===== config.mk =====
export PLATFORM = sky130hd
export DESIGN_NAME = usb_ehc_pci_status
export DESIGN_NICKNAME = d
export VERILOG_FILES = /design/src/rtl/pci_sts_pkg.sv /design/src/rtl/sts_event_gate.sv /design/src/rtl/sts_w1c_bank.sv /design/src/rtl/usb_ehc_pci_status.sv
export SDC_FILE = /design/constraint.sdc
export NUM_CORES = 1
export LEC_CHECK = 0
export ABC_AREA = 1
export CAP_MARGIN = 25
export CORE_AREA = 2 2 39 41
export CTS_CLUSTER_DIAMETER = 200
export DETAILED_ROUTE_END_ITERATION = 6
export DIE_AREA = 0 0 41 43
export PLACE_DENSITY = 0.76
export RECOVER_POWER = 100
export SYNTH_ARGS = -nofsm -noshare
export SYNTH_HDL_FRONTEND = slang
export SYNTH_SLANG_ARGS = --single-unit
export TNS_END_PERCENT = 30

===== constraint.sdc =====
create_clock -name clk_i -period 1 [get_ports clk_i]
set_input_delay 0.3 -clock clk_i [delete_from_list [all_inputs] [get_ports clk_i]]
set_output_delay 0.3 -clock clk_i [all_outputs]
set_load 0.02 [all_outputs]

===== src/rtl/pci_sts_pkg.sv =====
package pci_sts_pkg;
  localparam int STS_W   = 16;
  localparam int N_STICKY = 4;

  // sticky bank index order
  localparam int IDX_PAR  = 0;
  localparam int IDX_TABT = 1;
  localparam int IDX_MABT = 2;
  localparam int IDX_SERR = 3;

  localparam int POS_IRQ = 3;

  function automatic int sticky_pos(input int idx);
    case (idx)
      IDX_PAR:  return 8;
      IDX_TABT: return 12;
      IDX_MABT: return 13;
      default:  return 14;
    endcase
  endfunction

  function automatic logic [STS_W-1:0] const_word(input logic [1:0] devsel);
    logic [STS_W-1:0] w;
    w = '0;
    w[7] = 1'b1;
    w[4] = 1'b1;
    w[10:9] = devsel;
    return w;
  endfunction
endpackage


===== src/rtl/sts_event_gate.sv =====
module sts_event_gate
  import pci_sts_pkg::*;
(
  input  logic                master_abort_i,
  input  logic                target_abort_i,
  input  logic                parity_err_i,
  input  logic                int_serr_i,
  input  logic                serr_en_i,
  input  logic                parity_resp_i,
  output logic                serr_o,
  output logic [N_STICKY-1:0] set_o
);
  logic serr_req;

  assign serr_req = int_serr_i | master_abort_i | target_abort_i;
  assign serr_o   = serr_en_i & serr_req;

  always_comb begin
    set_o           = '0;
    set_o[IDX_PAR]  = parity_err_i & parity_resp_i;
    set_o[IDX_TABT] = target_abort_i;
    set_o[IDX_MABT] = master_abort_i;
    set_o[IDX_SERR] = serr_o;
  end
endmodule


===== src/rtl/sts_w1c_bank.sv =====
module sts_w1c_bank #(
  parameter int N = 4
) (
  input  logic         clk_i,
  input  logic         rst_ni,
  input  logic [N-1:0] set_i,
  input  logic [N-1:0] clr_i,
  output logic [N-1:0] q_o
);
  for (genvar i = 0; i < N; i++) begin : g_bit
    always_ff @(posedge clk_i or negedge rst_ni) begin
      if (!rst_ni)       q_o[i] <= 1'b0;
      else if (set_i[i]) q_o[i] <= 1'b1;   // set beats clear
      else if (clr_i[i]) q_o[i] <= 1'b0;
    end
  end
endmodule


===== src/rtl/usb_ehc_pci_status.sv =====
module usb_ehc_pci_status
  import pci_sts_pkg::*;
#(
  parameter logic [1:0] DEVSEL_TIME = 2'b01
) (
  input  logic             clk_i,
  input  logic             rst_ni,
  input  logic             wr_en_i,
  input  logic [STS_W-1:0] wr_data_i,
  output logic [STS_W-1:0] rd_data_o,
  input  logic             cmd_serr_en_i,
  input  logic             cmd_parity_resp_i,
  input  logic             master_abort_i,
  input  logic             target_abort_i,
  input  logic             parity_err_i,
  input  logic             int_serr_i,
  input  logic             irq_raw_i,
  output logic             dma_halt_o,
  output logic             serr_o
);
  localparam logic [STS_W-1:0] CONST_W = const_word(DEVSEL_TIME);

  logic [N_STICKY-1:0] set_v, clr_v, sticky_q;

  sts_event_gate u_gate (
    .master_abort_i (master_abort_i),
    .target_abort_i (target_abort_i),
    .parity_err_i   (parity_err_i),
    .int_serr_i     (int_serr_i),
    .serr_en_i      (cmd_serr_en_i),
    .parity_resp_i  (cmd_parity_resp_i),
    .serr_o         (serr_o),
    .set_o          (set_v)
  );

  for (genvar i = 0; i < N_STICKY; i++) begin : g_clr
    assign clr_v[i] = wr_en_i & wr_data_i[sticky_pos(i)];
  end

  sts_w1c_bank #(.N(N_STICKY)) u_bank (
    .clk_i  (clk_i),
    .rst_ni (rst_ni),
    .set_i  (set_v),
    .clr_i  (clr_v),
    .q_o    (sticky_q)
  );

  always_comb begin
    rd_data_o = CONST_W;
    for (int i = 0; i < N_STICKY; i++) rd_data_o[sticky_pos(i)] = sticky_q[i];
    rd_data_o[POS_IRQ] = irq_raw_i;
  end

  assign dma_halt_o = sticky_q[IDX_MABT] | sticky_q[IDX_TABT];
endmodule


==> impl_metrics.json, run 1 <==
{
  "outcome": "finished with violations",
  "violations": "negative setup slack",
  "grt_setup_unrepaired": "true",
  "setup_viol": 7,
  "nNetsFinal": 88,
  "ant_nets": 0,
  "core_sq_um": 1380,
  "numCtsBuffers": 3,
  "num_antenna_cells": 0,
  "grt_max_degree": 5,
  "grt_overflow": 0,
  "cts_tree": "built",
  "wl_per_cell_um": 7.93,
  "num_vias": 260,
  "grt_use_met1": 0.0453,
  "top_usage_layer": "met2",
  "drcViolationCount": 0,
  "grt_antenna_before_repair": 0,
  "fin_tns_setup_ns": -0.838,
  "drt_iter0_markers": 1,
  "drive_gt1_frac": 0.400,
  "place_congestion": 0.545,
  "portBuffers": 18,
  "hold_buffers": 0,
  "fmax_mhz": 778,
  "powerDensity_nw_per_um2": 1160,
  "ctsRootBufferMaster": "clkbuf_4",
  "syn_inst": 35,
  "worstSetupPathType": "reg -> out",
  "hp-class": "in -> reg",
  "area_growth_pct": 78.3,
  "power.total_uw": 563,
  "drtPass1Iterations": 2,
  "clock_sinks": 4,
  "fin_worst_skew_ns": 0,
  "rows": 14,
  "seq_area_frac_synth": 0.369,
  "drv_slew": 0,
  "setup_ws_ns": -0.285,
  "use_met2": 0.138,
  "cts_buffer_depth": 2,
  "reg.largest.list": "u_bank.q_o (4)",
  "cp-end-kind": "primary output",
  "max_cap_viol_count": 0,
  "max_stage_delay_ns": 0.39,
  "start_util": 0.196,
  "grt_pass1_wl_um": 869,
  "dp_hpwl_um": 466,
  "use_met3": 0.0681,
  "path_max_fanout": 2,
  "fin_crit_sh": 1.29,
  "htree_levels": 1,
  "min_period_ns": 1.29,
  "synth.cell_area_sq_um": 272,
  "place_area_sq_um": 443,
  "die_x_um": 41,
  "yosys_warnings": 0,
  "clk_pin_slew_ns": 0.04,
  "largest_reg_flops": 4,
  "io_pins": 44,
  "crit_required_ns": 0.70,
  "fin_area_sq_um": 484,
  "slowest_stage": "dfrtp_2",
  "finalHoldViolCount": 0,
  "critPathArrivalTime_ns": 0.99,
  "grt_pass1_vias": 251,
  "ys_types": 8,
  "synth_area_per_cell_sq_um": 7.76,
  "crit_path_start_kind": "flop",
  "path_cells": "or2_4 > buf_6",
  "wl_um": 603,
  "worst_ir_drop_vdd_uv": 338,
  "clk_latency_ns": 0.23,
  "die_h_um": 43,
  "total_leakage_power_uw": 0.000256,
  "die-area_sq_um": 1760,
  "ys_seq_elements": 4,
  "avgViaCountPerCell": 3.42,
  "grt_util_all_layers": 0.0835,
  "top_register": "u_bank.q_o"
}
-- kinds of logic after synthesis --
logic type / share of synthesized area
buffers and inverters: 0.359
and+or+nand+nor: 0.189
DFF: 0.369
AOI/OAI and AO/OA: 0.0553
other: 0.0277
-- what timing repair did --
item / CTS / global route
buffers inserted: 4 / 0
resized for setup: 46 / 2
pin swaps: 3 / 0
setup endpoints to repair: 7 / 7
-- synth_stat cells, drive strengths merged --
library cell,number,area (sq um)
buf,12,90.1
or2,1,6.26
conb,2,7.51
nor2,1,3.75
a21o,2,15.0
inv,2,7.51
dfrtp,4,100
nand2,11,41.3
-- through the flow --
step | hold slack [ns] | std cells | setup WS, ns | utilization
global placement | 0.468 | 69 | -0.881 | 0.320
CTS | 0.263 | 76 | -0.295 | 0.347
finish | 0.287 | 76 | -0.285 | 0.350
floorplan | 0.00441 | 44 | -0.0246 | -
global route | 0.288 | 76 | -0.314 | 0.350
detailed placement | 0.461 | 69 | -0.902 | 0.320
-- path summary, 6_finish.rpt --
kind | slack (ns) | cells after the start | to | start
hold reg to reg | 0.47 | 2 | u_bank.q_o[0] | u_bank.q_o[0]
setup reg to reg | 0.20 | 2 | u_bank.q_o[2] | u_bank.q_o[2]
setup / recovery | -0.29 | 2 | dma_halt_o | u_bank.q_o[2]
hold / removal | 0.29 | 2 | u_bank.q_o[1] | target_abort_i
min in group asynchronous | 0.34 | 1 | u_bank.q_o[3] | rst_ni
max in group asynchronous | 0.49 | 1 | u_bank.q_o[2] | rst_ni
-- routing by layer --
metal / part of all wire / wire [um] / vias up
met2: 0.55 / 334 / 16
met1: 0.28 / 169 / 114
met5: 0 / 0 / -
met3: 0.16 / 99 / 0
li1: - / - / 130
met4: 0 / 0 / 0
-- layout make-up --
class / count / area (sq um)
inverters: 2 / 7.51
fillers: 165 / 900
repair buffers: 25 / 216
well taps: 16 / 20.0
clock buffers: 3 / 22.5
flip-flops and latches: 4 / 103
multi-input cells: 26 / 115
-- layout by cell type, fill, tap and decap left out --
master and count:
inv_1 2, clkbuf_4 3, clkdlybuf4s15_1 1, conb_1 11, dlygate4sd3_1 1, or2_4 1
clkdlybuf4s50_1 7, buf_2 5, buf_6 5, dfrtp_2 2, buf_4 6, a21o_1 2
nand2_1 10, nand2_2 1, dfrtp_1 2, nor2_2 1
-- worst max-delay path, delay by kind of cell, from the launching register on --
kind	cells	cell delay (ns)
and+or+nand+nor	1	0.24
DFF	1	0.39
buffers and inverters	1	0.13
-- power by group --
part | switching, uW | internal (uW) | total (uW)
Sequential | 6.95 | 177 | 184
Combinational | 96.2 | 90.8 | 187
Clock | 58.4 | 134 | 192
Total | 162 | 402 | 563
(Power assumes the default switching activity.)
==> run 2: changes to the inputs <==
--- a/config.mk
+++ b/config.mk
@@ -7,11 +7,13 @@
 export LEC_CHECK = 0
 export ABC_AREA = 1
 export CAP_MARGIN = 25
-export CORE_AREA = 2 2 39 41
+export CELL_PAD_IN_SITES_DETAIL_PLACEMENT = 2
+export CELL_PAD_IN_SITES_GLOBAL_PLACEMENT = 2
+export CORE_MARGIN = 10
+export CORE_UTILIZATION = 10
 export CTS_CLUSTER_DIAMETER = 200
 export DETAILED_ROUTE_END_ITERATION = 6
-export DIE_AREA = 0 0 41 43
-export PLACE_DENSITY = 0.76
+export PLACE_DENSITY_LB_ADDON = 0.1
 export RECOVER_POWER = 100
 export SYNTH_ARGS = -nofsm -noshare
 export SYNTH_HDL_FRONTEND = slang
==> impl_metrics.json, run 2 (synthesis results as in run 1) <==
{
  "total_leakage_power_uw": 0.000269,
  "grt_antenna_before_repair": 0,
  "cts_buffer_depth": 2,
  "start_util": 0.107,
  "rows": 18,
  "die_h_um": 72.1,
  "htree_levels": 1,
  "setup_viol": 6,
  "setup_ws_ns": -0.285,
  "fin_hold_ws_ns": 0.349,
  "crit_path_start_kind": "flop",
  "reg.largest.list": "u_bank.q_o (4)",
  "grt_util_all_layers": 0.0409,
  "num_vias": 274,
  "die-area_sq_um": 5200,
  "ant_nets": 0,
  "drive_gt1_frac": 0.443,
  "min_period_ns": 1.28,
  "portBuffers": 18,
  "worst_ir_drop_vdd_uv": 254,
  "drv_slew": 0,
  "path_max_fanout": 2,
  "drtPass1Iterations": 2,
  "path_cells": "or2_4 > buf_6",
  "nNetsFinal": 89,
  "num_antenna_cells": 0,
  "final_cell_mix": "conb_1 (11), nand2_1 (9), buf_4 (7), buf_6 (6), clkdlybuf4s50_1 (4)",
  "power.total_uw": 573,
  "cts_tree": "built",
  "core_sq_um": 2540,
  "powerDensity_nw_per_um2": 1080,
  "placed_cells": 85,
  "finalNonFillerCells": 91,
  "crit_required_ns": 0.70,
  "area_growth_pct": 95.4,
  "drt_iter0_markers": 11,
  "grt_setup_unrepaired": "true",
  "fin_worst_skew_ns": 0,
  "max_stage_delay_ns": 0.39,
  "grt_pass1_wl_um": 1580,
  "clk_pin_slew_ns": 0.03,
  "grt_max_degree": 5,
  "outcome": "finished with violations",
  "cp-end-kind": "primary output",
  "io_pins": 44,
  "violations": "negative setup slack",
  "slowest_stage": "dfrtp_2",
  "hp-class": "in -> async",
  "critPathBufInv": 1,
  "worstSetupPathType": "reg -> out",
  "wl_um": 1050,
  "finalHoldViolCount": 0,
  "wl_per_cell_um": 11.6,
  "grt_pass1_vias": 326,
  "mostFrequentLayoutCell": "conb_1",
  "clk_latency_ns": 0.22,
  "critPathArrivalTime_ns": 0.98,
  "largest_reg_flops": 4,
  "numCtsBuffers": 3,
  "fin_crit_sh": 1.28,
  "ctsRootBufferMaster": "clkbuf_4",
  "avgViaCountPerCell": 3.01,
  "fmax_mhz": 778,
  "crit_family": "flip-flops",
  "grt_overflow": 0,
  "max_cap_viol_count": 0,
  "clock_sinks": 4,
  "pre_cts_slack_ns": -0.917,
  "place_congestion": 0.575,
  "top_register": "u_bank.q_o",
  "drcViolationCount": 0,
  "die_x_um": 72.1
}
-- run 2: cell count changes in the layout (fill, tap and decap cells not counted), moves of 2 or more --
cell             delta
buf_2               -3
clkdlybuf4s50_1     -3
dlygate4sd2_1       +2
dlygate4sd3_1       +2
-- run 2: repair_timing --
item / 4_1_cts / 5_1_grt
setup endpoints to repair: 7 / 7
hold buffers: 0 / 0
pin swaps: 2 / 3
buffers inserted: 3 / 0
resized for setup: 43 / 11
-- run 2: final cells by class --
type                    instances  area (sq um)
clock buffers                   3          22.5
fillers                       302          2010
inverters                       2          7.51
multi-input cells              26           123
flip-flops and latches          4           103
well taps                      30          37.5
repair buffers                 26           238
-- run 2: where the power goes --
part	internal [uW]	switching, uW
combinational	97.4	107
clock	133	51.0
sequential	177	7.23
-- run 2: per-stage QoR --
| step | util | cell area, sq um | setup TNS (ns) |
|---|---|---|---|
| 3_3_place_gp | 0.187 | 475 | -3.54 |
| 4_1_cts | 0.205 | 520 | -0.975 |
| 5_1_grt | 0.208 | 531 | -1.02 |
| 6_report | 0.208 | 531 | -0.826 |
| 3_5_place_dp | 0.187 | 475 | -3.44 |
| 2_1_floorplan | - | 310 | -0.0246 |
-- run 2: worst paths after layout --
kind,start,to,slack [ns],depth (start not counted)
setup / recovery,u_bank.q_o[1],dma_halt_o,-0.28,2
hold / removal,rst_ni,u_bank.q_o[3],0.35,1
setup reg to reg,u_bank.q_o[2],u_bank.q_o[2],0.19,2
hold reg to reg,u_bank.q_o[0],u_bank.q_o[0],0.46,2
max in group asynchronous,rst_ni,u_bank.q_o[2],0.46,1
min in group clk_i,target_abort_i,u_bank.q_o[1],0.35,3
-- run 2: layer usage --
layer / global-route usage / vias to the layer above / wire length (um)
met4: 0.0452 / 0 / 34
met5: 0 / - / 0
met2: 0.0622 / 15 / 524
met3: 0.0177 / 2 / 119
li1: - / 135 / -
met1: 0.0386 / 122 / 376
-- run 2: worst reg2reg max path, stage by stage, from the launching register on --
cell	delay, ns
dfrtp_2	0.40
buf_6	0.12
a21o_1	0.17
